==> src/rtl/sm_pkg.sv <==
package sm_pkg;
  typedef enum logic {
    SM_ADD = 1'b0,
    SM_SUB = 1'b1
  } sm_op_e;

  typedef enum logic {
    PATH_SUM  = 1'b0,
    PATH_DIFF = 1'b1
  } sm_path_e;
endpackage

==> src/rtl/sm_in_stage.sv <==
module sm_in_stage #(
  parameter int MAG_W = 8,
  localparam int W = MAG_W + 1
) (
  input  logic          clk,
  input  logic          rst,
  input  logic          start,
  input  logic          op_sub,
  input  logic [W-1:0]  a_in,
  input  logic [W-1:0]  b_in,
  output logic [W-1:0]  a_q,
  output logic [W-1:0]  b_q,
  output sm_pkg::sm_op_e op_q,
  output logic          valid_q
);
  always_ff @(posedge clk) begin
    if (rst) begin
      a_q     <= '0;
      b_q     <= '0;
      op_q    <= sm_pkg::SM_ADD;
      valid_q <= 1'b0;
    end else begin
      valid_q <= start;
      if (start) begin
        a_q  <= a_in;
        b_q  <= b_in;
        op_q <= sm_pkg::sm_op_e'(op_sub);
      end
    end
  end
endmodule

==> src/rtl/sm_mag_cmp.sv <==
module sm_mag_cmp #(
  parameter int MAG_W = 8
) (
  input  logic [MAG_W-1:0] x,
  input  logic [MAG_W-1:0] y,
  output logic             x_ge_y
);
  logic [MAG_W:0] gt_c;
  logic [MAG_W:0] eq_c;

  assign gt_c[MAG_W] = 1'b0;
  assign eq_c[MAG_W] = 1'b1;

  for (genvar i = MAG_W - 1; i >= 0; i--) begin : g_bit
    assign gt_c[i] = gt_c[i+1] | (eq_c[i+1] & x[i] & ~y[i]);
    assign eq_c[i] = eq_c[i+1] & ~(x[i] ^ y[i]);
  end

  assign x_ge_y = gt_c[0] | eq_c[0];
endmodule

==> src/rtl/sm_mag_core.sv <==
module sm_mag_core #(
  parameter int MAG_W = 8,
  localparam int W = MAG_W + 1
) (
  input  logic [W-1:0]   a,
  input  logic [W-1:0]   b,
  input  sm_pkg::sm_op_e op,
  input  logic           a_ge_b,
  output logic [W-1:0]   res,
  output logic           ovf
);
  logic             sa, sb_eff;
  logic [MAG_W-1:0] ma, mb, mag;
  logic [MAG_W:0]   sum;
  logic             sgn;
  sm_pkg::sm_path_e path;

  always_comb begin
    sa     = a[W-1];
    sb_eff = b[W-1] ^ (op == sm_pkg::SM_SUB);
    ma     = a[MAG_W-1:0];
    mb     = b[MAG_W-1:0];
    path   = (sa ^ sb_eff) ? sm_pkg::PATH_DIFF : sm_pkg::PATH_SUM;
    sum    = {1'b0, ma} + {1'b0, mb};
    if (path == sm_pkg::PATH_SUM) begin
      mag = sum[MAG_W-1:0];
      ovf = sum[MAG_W];
      sgn = sa;
    end else begin
      mag = a_ge_b ? (ma - mb) : (mb - ma);
      ovf = 1'b0;
      sgn = a_ge_b ? sa : sb_eff;
    end
    res = {sgn & (|mag), mag};
  end
endmodule

==> src/rtl/sm_addsub.sv <==
module sm_addsub #(
  parameter int MAG_W = 8,
  localparam int W = MAG_W + 1
) (
  input  logic         clk,
  input  logic         rst,
  input  logic         start,
  input  logic         op_sub,
  input  logic [W-1:0] a_in,
  input  logic [W-1:0] b_in,
  output logic [W-1:0] result,
  output logic         done,
  output logic         ovf
);
  logic [W-1:0]   a_q, b_q;
  sm_pkg::sm_op_e op_q;
  logic           a_ge_b;

  sm_in_stage #(.MAG_W(MAG_W)) u_in (
    .clk(clk), .rst(rst), .start(start), .op_sub(op_sub),
    .a_in(a_in), .b_in(b_in),
    .a_q(a_q), .b_q(b_q), .op_q(op_q), .valid_q(done)
  );

  sm_mag_cmp #(.MAG_W(MAG_W)) u_cmp (
    .x(a_q[MAG_W-1:0]), .y(b_q[MAG_W-1:0]), .x_ge_y(a_ge_b)
  );

  sm_mag_core #(.MAG_W(MAG_W)) u_core (
    .a(a_q), .b(b_q), .op(op_q), .a_ge_b(a_ge_b),
    .res(result), .ovf(ovf)
  );
endmodule

==> config.mk <==
export PLATFORM = sky130hd
export DESIGN_NAME = sm_addsub
export DESIGN_NICKNAME = d
export VERILOG_FILES = /design/src/rtl/sm_pkg.sv /design/src/rtl/sm_in_stage.sv /design/src/rtl/sm_mag_cmp.sv /design/src/rtl/sm_mag_core.sv /design/src/rtl/sm_addsub.sv
export SDC_FILE = /design/constraint.sdc
export NUM_CORES = 1
export LEC_CHECK = 0
export BUFFER_PORTS_ARGS = -buffer_cell sky130_fd_sc_hd__buf_2
export CAP_MARGIN = 20
export CORE_MARGIN = 4
export CORE_UTILIZATION = 56
export DETAILED_ROUTE_END_ITERATION = 6
export GPL_ROUTABILITY_DRIVEN = 0
export PLACE_DENSITY = 0.9
export SETUP_SLACK_MARGIN = 0.05
export SLEW_MARGIN = 20
export SYNTH_ARGS = -nofsm -noshare
export SYNTH_HDL_FRONTEND = slang
export SYNTH_SLANG_ARGS = --single-unit
==> constraint.sdc <==
create_clock -name clk -period 3.5 [get_ports clk]
set_input_delay 0.175 -clock clk [delete_from_list [all_inputs] [get_ports clk]]
set_output_delay 0.175 -clock clk [all_outputs]
set_load 0.01 [all_outputs]
==> results of run 1 <==
tightest hold or removal path, stage by stage:
cell                      delay, ns
sky130_fd_sc_hd__buf_2         0.07
sky130_fd_sc_hd__mux2i_1       0.05
sky130_fd_sc_hd__nor2_1        0.07
timing repair:
item	in CTS	in global routing
buffers inserted	0	0
endpoints found under the setup margin	0	1
resized for setup	0	3
kinds of logic after synthesis:
family	after synthesis	share of synthesized area
compound gates	45	0.186
xor+xnor	8	0.0425
fa+ha+maj	26	0.191
buf+inv	31	0.0706
flops	20	0.219
mux	23	0.126
simple gates	60	0.165
worst min-delay path by stage:
stage / endpoint / slack (ns)
final: u_in.b_q[7]$_SDFFE_PP0P_ / 0.10
after global routing: u_in.a_q[7]$_SDFFE_PP0P_ / 0.09
after CTS: u_in.b_q[7]$_SDFFE_PP0P_ / 0.1
after detailed placement: u_in.a_q[8]$_SDFFE_PP0P_ / 0.42
after global placement: u_in.a_q[0]$_SDFFE_PP0P_ / 0.41
after floorplan: u_in.a_q[7]$_SDFFE_PP0P_ / 0.32
per-stage QoR:
stage | area, um^2 | total power [W] | std cells | utilization | hold slack [ns]
after detailed placement | 2000 | 0.000590 | 281 | 0.649 | 0.420
after floorplan | 1830 | 0.000505 | 213 | - | 0.323
after global placement | 2000 | 0.000583 | 281 | 0.649 | 0.408
after global routing | 2040 | 0.000776 | 285 | 0.663 | 0.0936
after CTS | 2030 | 0.000723 | 285 | 0.661 | 0.0985
final | 2040 | 0.000721 | 285 | 0.663 | 0.104
power by group through the flow:
stage | Clock, W | Sequential (W) | Combinational, W
after floorplan | 0 | 0.000260 | 0.000246
after global placement | 0 | 0.000263 | 0.000320
after detailed placement | 0 | 0.000264 | 0.000327
after CTS | 0.000137 | 0.000259 | 0.000327
after global routing | 0.000149 | 0.000262 | 0.000366
final | 0.000133 | 0.000259 | 0.000330
cell usage in the layout, fill, tap and decap left out, types with 2 or more instances in the layout:
master / count
sky130_fd_sc_hd__buf_2: 32
sky130_fd_sc_hd__dfxtp_1: 18
sky130_fd_sc_hd__o21a_1: 4
sky130_fd_sc_hd__nand3_1: 4
sky130_fd_sc_hd__or3_1: 5
sky130_fd_sc_hd__ha_1: 22
sky130_fd_sc_hd__inv_1: 23
sky130_fd_sc_hd__mux2i_1: 23
sky130_fd_sc_hd__a21oi_1: 6
sky130_fd_sc_hd__nor2b_1: 4
sky130_fd_sc_hd__xnor2_1: 4
sky130_fd_sc_hd__nor3_1: 4
sky130_fd_sc_hd__nor2_1: 26
sky130_fd_sc_hd__a21o_1: 2
sky130_fd_sc_hd__a31oi_1: 6
sky130_fd_sc_hd__o21bai_1: 2
sky130_fd_sc_hd__and3_1: 3
sky130_fd_sc_hd__dfxtp_2: 2
sky130_fd_sc_hd__nand2_1: 7
sky130_fd_sc_hd__o21ai_0: 10
sky130_fd_sc_hd__clkbuf_4: 3
sky130_fd_sc_hd__xor2_1: 3
sky130_fd_sc_hd__fa_1: 3
area by class of cell:
cell class	count	area share
clock buffer	4	0.0178
inverter	23	0.0423
multi-input combinational	162	0.637
sequential	20	0.198
tap	44	0.0270
timing repair buffer	32	0.0785
flip-flops by register name, summed over array words and instances (netlist names):
name / count
u_in.op_q: 1
u_in.valid_q: 1
u_in.b_q: 9
u_in.a_q: 9
layer usage:
metal	GRT usage	wire, um
met4	0.0648	72
met2	0.323	1700
met1	0.256	1810
met5	0	0
met3	0.0342	307
==> metrics, run 1 <==
Setup Crit Path Kind flop to primary output; buffer cell driving the clock tree root sky130_fd_sc_hd__clkbuf_4; top-count cell post-synth sky130_fd_sc_hd__nor2_1; count of unique library cells instantiated by Yosys 46; Worst Hold Class primary input to flop; First-pass DRT Iterations 4; Slowest cell on crit path sky130_fd_sc_hd__ha_1; total wire length after detailed routing 3.88 mm; clock share of power 0.184; half-perimeter wire length after placement 3.21 mm; Worst Tran Pin Value 0.849 ns; capturing point of the worst reg2reg path u_in.b_q[1]$_SDFFE_PP0P_; final period demand of the worst path 3.20 ns; RSZ-0062 raised after global routing no; worst slew margin relative to its limit 0.430; pin count of the biggest net entering global routing 21; number of instances in the synthesized netlist 213; kind of cell adding the most delay to the critical path compound AO/OA/AOI/OAI gates; Final Skew 0 ns; Diodes inserted 0; portion of total power attributed to combinational logic 0.457; ordered cell list for the critical path inv_1, ha_1, inv_1, a221oi_1, o31ai_1, a221oi_2, a31oi_2, xnor2_1, nor4_2, a41oi_1, buf_2; Final Worst Setup Slack 0.298 ns; CTS hold repair buffers 0; cell seen most often among critical-path stages sky130_fd_sc_hd__inv_1; synth-to-layout area growth 11.7%; placeable core region 3080 um^2; Worst path depth 11; share of the clock period used by the worst path 0.915; Power Density 354 nW/um^2; worst slack at placement 0.576 ns; Initial Utilization 0.593; number of placement rows 20; sequential power share 0.359; area used by multi-input combinational logic 1300 um^2; Inserted Clock Buffers 3; Antenna Violating Nets Remaining 0; Worst R2R Setup Slack 2.74 ns; synthesized cell area 1830 um^2; number of vias per cell after detailed routing 5.59; origin of the critical flop-to-flop path u_in.b_q[1]$_SDFFE_PP0P_; share of synthesized area occupied by flip-flops and latches 0.219; overall track demand over capacity in global routing 0.195; Synth Area per Inst 8.57 um^2; depth of the worst register-to-register path 2; height of the die 65.1 um; number of max-capacitance violations reported 0; number of nets produced by synthesis 261; leakage power of the design 1.00 nW; wire length of the first global-routing pass 6.58 mm; number of enable flip-flop cells after synthesis 0; Data required, critical path 3.32 ns; number of antenna violations at the first check in global routing 0; CP arrival 3.03 ns; total internal power 0.000447 W; Top-Level Pins 33; initial detailed-routing violation count 89; number of buffers inserted by port buffering 32; largest voltage drop on the vdd net 0.287 mV; number of global-route vias before repair 1,515; clock latency on the worst-skew pair 0.30 ns; switching power 0.000275 W; total overflow reported by the global router 0; buffer levels on the longest clock path 2; CTS tree built; outcome finished, final reports clean; Avg WL per Cell 13.6 um; Synth Warn # 0; top cell type by total area after synthesis sky130_fd_sc_hd__dfxtp_1; FF+latch area 403 um^2; end point of the critical path result[8]; most numerous cell types in the synthesized netlist 26 x sky130_fd_sc_hd__nor2_1, 23 x sky130_fd_sc_hd__ha_1, 23 x sky130_fd_sc_hd__inv_1, 23 x sky130_fd_sc_hd__mux2i_1, 20 x sky130_fd_sc_hd__dfxtp_1; origin of the worst min-delay path b_in[7]; Layout Nets 290; final number of max-transition violations 0; proportion of netlist area held by the largest area contributor 0.219; register clock-pin slew on the reported worst setup and hold paths 0.11 ns; achievable frequency 312 MHz; number of design rule violations left after detail routing 0; startpoint type of the worst setup path flop; fill cell count 274; number of buffer and inverter stages on the critical path 3; largest stage delay on the critical path 0.47 ns; category of the worst setup path capture point primary output; Crit Path Max Fanout 9; final hold violation count 0; share of layout cells above drive strength 1 0.203; area of the die 4240 um^2; overall die width 65.1 um; number of H-tree levels 1; start point of the critical path u_in.a_q[2]$_SDFFE_PP0P_; number of endpoints failing setup at the final stage 0; async set-or-reset flop fraction in the synthesized netlist 0; worst hold path stage count 3; Primary FF master, synth sky130_fd_sc_hd__dfxtp_1; FF+latch count, synth 20; switching share of power 0.381; largest cells by area after synthesis sky130_fd_sc_hd__dfxtp_1 22%, sky130_fd_sc_hd__ha_1 16%, sky130_fd_sc_hd__mux2i_1 13%; Sum Neg Setup Slack 0 ns; DR vias 1,592; total number of clock tree sinks 20
Power figures use the tool's default switching activity.
==> run 2: changes to the inputs <==
REMOVE_ABC_BUFFERS = 1   (was not set)
==> metrics, run 2 (synthesis results as in run 1) <==
Worst Hold Class primary input to flop; achievable frequency 308 MHz (-1.5%); largest voltage drop on the vdd net 0.233 mV (-19%); number of endpoints failing setup at the final stage 0 (unchanged); total internal power 0.000503 W (+13%); area of the die 4240 um^2 (unchanged); final hold violation count 0 (unchanged); most frequent cells in the layout 32 x sky130_fd_sc_hd__buf_2, 26 x sky130_fd_sc_hd__nor2_1, 23 x sky130_fd_sc_hd__inv_1, 23 x sky130_fd_sc_hd__mux2i_1, 22 x sky130_fd_sc_hd__ha_1; Worst Tran Pin Value 0.798 ns (-0.0506 ns); Layout Nets 292 (+0.69%); Crit Path Max Fanout 6 (-3); Diodes inserted 0 (unchanged); overall track demand over capacity in global routing 0.204 (+0.00896); synth-to-layout area growth 14.1%; worst slew margin relative to its limit 0.464 (+0.0340); clock latency on the worst-skew pair 0.31 ns (about the same); number of buffers inserted by port buffering 32 (unchanged); category of the worst setup path capture point primary output; half-perimeter wire length after placement 3.21 mm (-0.16%); kind of cell adding the most delay to the critical path compound AO/OA/AOI/OAI gates; number of max-capacitance violations reported 0 (unchanged); CTS tree built; Inserted Clock Buffers 3 (unchanged); First-pass DRT Iterations 4 (unchanged); number of vias per cell after detailed routing 5.59 (about the same); ordered cell list for the critical path inv_1, ha_1, and4b_1, a311oi_2, o21ai_2, or3_1, a31oi_2, xnor2_1, nor4_2, a41oi_1, buf_2; buffer cell driving the clock tree root sky130_fd_sc_hd__clkbuf_4; Final Worst Setup Slack 0.249 ns (-0.0484 ns); height of the die 65.1 um (unchanged); total number of clock tree sinks 20 (unchanged); final period demand of the worst path 3.25 ns (+0.0484 ns); number of global-route vias before repair 1,507 (-0.53%); Final Skew 0 ns (unchanged); most common library cell in the layout ignoring fill and taps sky130_fd_sc_hd__buf_2; number of design rule violations left after detail routing 0 (unchanged); startpoint type of the worst setup path flop; leakage power of the design 1.03 nW (+2.3%); Worst R2R Setup Slack 2.73 ns (about the same); Avg WL per Cell 14.1 um (+3.2%); Data required, critical path 3.32 ns (about the same); Antenna Violating Nets Remaining 0 (unchanged); worst slack at placement 0.549 ns (-0.0271 ns); outcome finished, final reports clean; buffer levels on the longest clock path 2 (unchanged); depth of the worst register-to-register path 2 (unchanged); initial detailed-routing violation count 67 (-25%); switching power 0.000286 W (+4.0%); portion of total power attributed to combinational logic 0.430 (-0.027); overall die width 65.1 um (unchanged); biggest regs u_in.a_q x9, u_in.b_q x9; number of buffer and inverter stages on the critical path 2 (-1); Power Density 379 nW/um^2 (+7.1%); share of layout cells above drive strength 1 0.218 (+0.0148); Initial Utilization 0.593 (unchanged); wire length of the first global-routing pass 6.83 mm (+3.8%); CP arrival 3.08 ns (+0.05 ns); placeable core region 3080 um^2 (unchanged); number of placement rows 20 (unchanged); total non-filler cell area in the finished layout 2080 um^2 (+2.1%); total wire length after detailed routing 4.03 mm (+3.9%); origin of the worst min-delay path b_in[7]; fill cell count 263 (-4.0%); Top-Level Pins 33 (unchanged); register clock-pin slew on the reported worst setup and hold paths 0.11 ns (about the same); CTS hold repair buffers 0 (unchanged); worst hold path stage count 3 (unchanged); clock share of power 0.241 (+0.057); total overflow reported by the global router 0 (unchanged); DR vias 1,603 (+0.69%); share of the clock period used by the worst path 0.929 (+0.0138); start point of the critical path u_in.b_q[7]$_SDFFE_PP0P_; sequential power share 0.329 (-0.030); Slowest cell on crit path sky130_fd_sc_hd__or3_1; final number of max-transition violations 0 (unchanged); pin count of the biggest net entering global routing 21 (unchanged); Min-Delay Endpoint u_in.b_q[7]$_SDFFE_PP0P_; number of antenna violations at the first check in global routing 0 (unchanged); largest stage delay on the critical path 0.43 ns (-0.04 ns); area used by multi-input combinational logic 1310 um^2 (+0.87%); DP Area 2000 um^2 (unchanged); switching share of power 0.362 (-0.0188); FF+latch area 403 um^2 (unchanged); origin of the critical flop-to-flop path u_in.b_q[1]$_SDFFE_PP0P_; capturing point of the worst reg2reg path u_in.b_q[1]$_SDFFE_PP0P_; Setup Crit Path Kind flop to primary output; number of H-tree levels 1 (unchanged); Sum Neg Setup Slack 0 ns (unchanged); RSZ-0062 raised after global routing no
-- run 2: changes by cell type in the layout (fill, tap and decap cells not counted) --
cell	previous run	this run
sky130_fd_sc_hd__a221oi_1	1	0
sky130_fd_sc_hd__a221oi_2	1	2
sky130_fd_sc_hd__buf_4	0	2
sky130_fd_sc_hd__bufinv_16	0	1
sky130_fd_sc_hd__clkbuf_8	1	0
sky130_fd_sc_hd__nand3_1	4	3
sky130_fd_sc_hd__nand3_2	0	1
-- run 2: repair_timing --
action / 4_1_cts / 5_1_grt
setup buffers: 0 / 2
endpoints found under the setup margin: 0 / 1
resized for setup: 0 / 5
-- run 2: worst max path at each step --
stage	end	slack, ns	cells after the start
after global placement	result[8]	0.63	11
final	result[8]	0.25	11
after detailed placement	result[8]	0.55	10
after floorplan	result[8]	0.75	10
after CTS	result[8]	0.18	10
after global routing	result[8]	0.06	11
-- run 2: power by group through the flow --
stage          clock network, W  logic [W]  registers, W
2_1_floorplan                 0   0.000235      0.000260
3_3_place_gp                  0   0.000318      0.000263
5_1_grt                0.000203   0.000372      0.000262
6_report               0.000190   0.000339      0.000259
3_5_place_dp                  0   0.000326      0.000264
4_1_cts                0.000195   0.000328      0.000259
-- run 2: area by class of cell --
cell class,count,area share
multi-input combinational,162,0.629
sequential,20,0.194
timing repair buffer,34,0.0841
inverter,23,0.0415
tap,44,0.0264
clock inverter,1,0.0144
clock buffer,3,0.0108
-- run 2: layer usage --
metal | GRT usage | wire length [um]
met5 | 0 | 0
met4 | 0.0959 | 75
met3 | 0.0274 | 256
met2 | 0.312 | 1850
met1 | 0.283 | 1860
-- run 2: tightest hold or removal path, cell delays in order --
cell and delay [ns]:
sky130_fd_sc_hd__buf_2 0.07, sky130_fd_sc_hd__mux2i_1 0.05, sky130_fd_sc_hd__nor2_1 0.07
-- run 2: metrics by stage --
stage	total power (W)	hold slack (ns)	instances	util
2_1_floorplan	0.000494	0.247	205	-
3_3_place_gp	0.000581	0.408	281	0.649
3_5_place_dp	0.000590	0.419	281	0.649
4_1_cts	0.000782	0.0830	285	0.666
5_1_grt	0.000837	0.0967	287	0.676
6_report	0.000789	0.0862	287	0.676
==> run 3: changes to the inputs <==
GPL_TIMING_DRIVEN = 0   (was not set)
==> metrics, run 3 (synthesis results as in run 1) <==
pin count of the biggest net entering global routing 21 (unchanged); category of the worst setup path capture point primary output; Min-Delay Endpoint u_in.a_q[5]$_SDFFE_PP0P_; Worst Hold Class primary input to flop; clock latency on the worst-skew pair 0.29 ns (-0.02 ns); overall power of the completed layout 0.000731 W (-7.3%); Worst Tran Pin Value 0.810 ns (+0.0118 ns); Diodes inserted 0 (unchanged); depth of the worst register-to-register path 2 (unchanged); Data required, critical path 3.32 ns (about the same); area of the die 4240 um^2 (unchanged); half-perimeter wire length after placement 3.15 mm (-1.8%); Power Density 352 nW/um^2 (-7.2%); share of layout cells above drive strength 1 0.224 (+0.00638); wire length of the first global-routing pass 6.53 mm (-4.3%); Layout Nets 294 (+0.68%); total wire length after detailed routing 3.95 mm (-2.1%); clock share of power 0.177 (-0.064); origin of the critical flop-to-flop path u_in.b_q[1]$_SDFFE_PP0P_; worst slew margin relative to its limit 0.456 (-0.00795); number of endpoints failing setup at the final stage 0 (unchanged); RSZ-0062 raised after global routing no; Avg WL per Cell 13.7 um (-2.8%); capturing point of the worst reg2reg path u_in.b_q[1]$_SDFFE_PP0P_; switching share of power 0.376 (+0.0139); Most Used Layer, Global Route met2; met3 layer usage reported by global route 0.0188 (-0.00855); total number of clock tree sinks 20 (unchanged); overall track demand over capacity in global routing 0.192 (-0.0119); Inst Count DP 281 (unchanged); worst hold path stage count 3 (unchanged); share of the clock period used by the worst path 0.937 (+0.00795); achievable frequency 305 MHz (-0.85%); DR vias 1,615 (+0.75%); most common library cell in the layout ignoring fill and taps sky130_fd_sc_hd__buf_2; Worst R2R Setup Slack 2.71 ns (-0.02 ns); number of buffers inserted by port buffering 32 (unchanged); number of placement rows 20 (unchanged); number of standard cells in the final layout excluding fillers 289 (+0.70%); buffer levels on the longest clock path 2 (unchanged); number of vias per cell after detailed routing 5.59 (about the same); Final Skew 0 ns (unchanged); initial detailed-routing violation count 97 (+45%); GRT met2 Usage 0.309 (-0.00255); buffer cell driving the clock tree root sky130_fd_sc_hd__clkbuf_4; portion of total power attributed to combinational logic 0.468 (+0.038); number of H-tree levels 1 (unchanged); fraction of met1 tracks used by global routing 0.262 (-0.0212); worst slack on hold paths 0.109 ns (+0.0228 ns); sequential power share 0.355 (+0.026); number of design rule violations left after detail routing 0 (unchanged); origin of the worst min-delay path a_in[5]; synth-to-layout area growth 13.9%; CTS tree built; startpoint type of the worst setup path flop; register clock-pin slew on the reported worst setup and hold paths 0.10 ns (about the same); final core area utilization 0.676 (-0.000813); Sum Neg Setup Slack 0 ns (unchanged); biggest regs u_in.a_q x9, u_in.b_q x9; outcome finished, final reports clean; number of max-capacitance violations reported 0 (unchanged); overall die width 65.1 um (unchanged); Inserted Clock Buffers 3 (unchanged); final hold violation count 0 (unchanged); final number of max-transition violations 0 (unchanged); First-pass DRT Iterations 4 (unchanged); largest voltage drop on the vdd net 0.345 mV (+48%); CP arrival 3.10 ns (+0.02 ns); number of antenna violations at the first check in global routing 0 (unchanged); CTS hold repair buffers 0 (unchanged); total internal power 0.000456 W (-9.3%); height of the die 65.1 um (unchanged); most frequent cells in the layout 32 x sky130_fd_sc_hd__buf_2, 26 x sky130_fd_sc_hd__nor2_1, 23 x sky130_fd_sc_hd__inv_1, 23 x sky130_fd_sc_hd__mux2i_1, 21 x sky130_fd_sc_hd__ha_1; Antenna Violating Nets Remaining 0 (unchanged); final period demand of the worst path 3.28 ns (+0.0278 ns); Top-Level Pins 33 (unchanged); Setup Crit Path Kind flop to primary output; Initial Utilization 0.593 (unchanged); switching power 0.000275 W (-3.8%); total overflow reported by the global router 0 (unchanged); placeable core region 3080 um^2 (unchanged); Crit Path Max Fanout 9 (+3); number of global-route vias before repair 1,470 (-2.5%); leakage power of the design 1.03 nW (+0.26%)
-- run 3: worst max path at each step --
stage | to | slack [ns] | from | cells past startpoint
CTS | result[8] | 0.17 | u_in.a_q[6]$_SDFFE_PP0P_ | 11
global placement | result[8] | 0.56 | u_in.a_q[6]$_SDFFE_PP0P_ | 11
finish | result[8] | 0.22 | u_in.a_q[5]$_SDFFE_PP0P_ | 11
floorplan | result[8] | 0.75 | u_in.a_q[6]$_SDFFE_PP0P_ | 10
global route | result[8] | 0.04 | u_in.a_q[5]$_SDFFE_PP0P_ | 11
detailed placement | result[8] | 0.51 | u_in.a_q[1]$_SDFFE_PP0P_ | 10
-- run 3: metrics by stage --
stage / setup slack (ns) / instance area (um^2)
after floorplan: 0.752 / 1780
after global routing: 0.0411 / 2080
after global placement: 0.558 / 2000
after CTS: 0.169 / 2030
after detailed placement: 0.512 / 2000
final: 0.222 / 2080
-- run 3: area by class of cell --
cell class	instances	area (um^2)
inverter	23	86.3
fill	259	998
clock buffer	4	36.3
sequential	20	403
tap	44	55.1
timing repair buffer	36	190
multi-input combinational	162	1310
-- run 3: critical path, stage by stage, from the launching register on --
cell and delay, ns:
sky130_fd_sc_hd__dfxtp_1 0.43, sky130_fd_sc_hd__inv_1 0.06, sky130_fd_sc_hd__ha_1 0.45, sky130_fd_sc_hd__nand3_1 0.26
sky130_fd_sc_hd__a311oi_4 0.25, sky130_fd_sc_hd__buf_4 0.19, sky130_fd_sc_hd__nor2_4 0.06, sky130_fd_sc_hd__or3_1 0.36
sky130_fd_sc_hd__a31oi_1 0.23, sky130_fd_sc_hd__xor2_1 0.22, sky130_fd_sc_hd__a41oi_1 0.13, sky130_fd_sc_hd__buf_2 0.16
-- run 3: power groups by stage --
stage / registers [W] / clock network, W / logic (W)
floorplan: 0.000260 / 0 / 0.000235
finish: 0.000259 / 0.000130 / 0.000342
detailed placement: 0.000264 / 0 / 0.000326
global placement: 0.000262 / 0 / 0.000318
CTS: 0.000259 / 0.000132 / 0.000327
global route: 0.000262 / 0.000143 / 0.000378
-- run 3: layer usage --
layer  up-vias  share of wire  routed length, um
met1       747           0.45               1790
li1        807              -                  -
met3        10          0.059                232
met4         0          0.021                 84
met5         -              0                  0
met2        51           0.47               1840
-- run 3: timing repair --
action / in CTS / in global routing
endpoints found under the setup margin: 0 / 2
buffers inserted: 0 / 4
resized for setup: 0 / 5
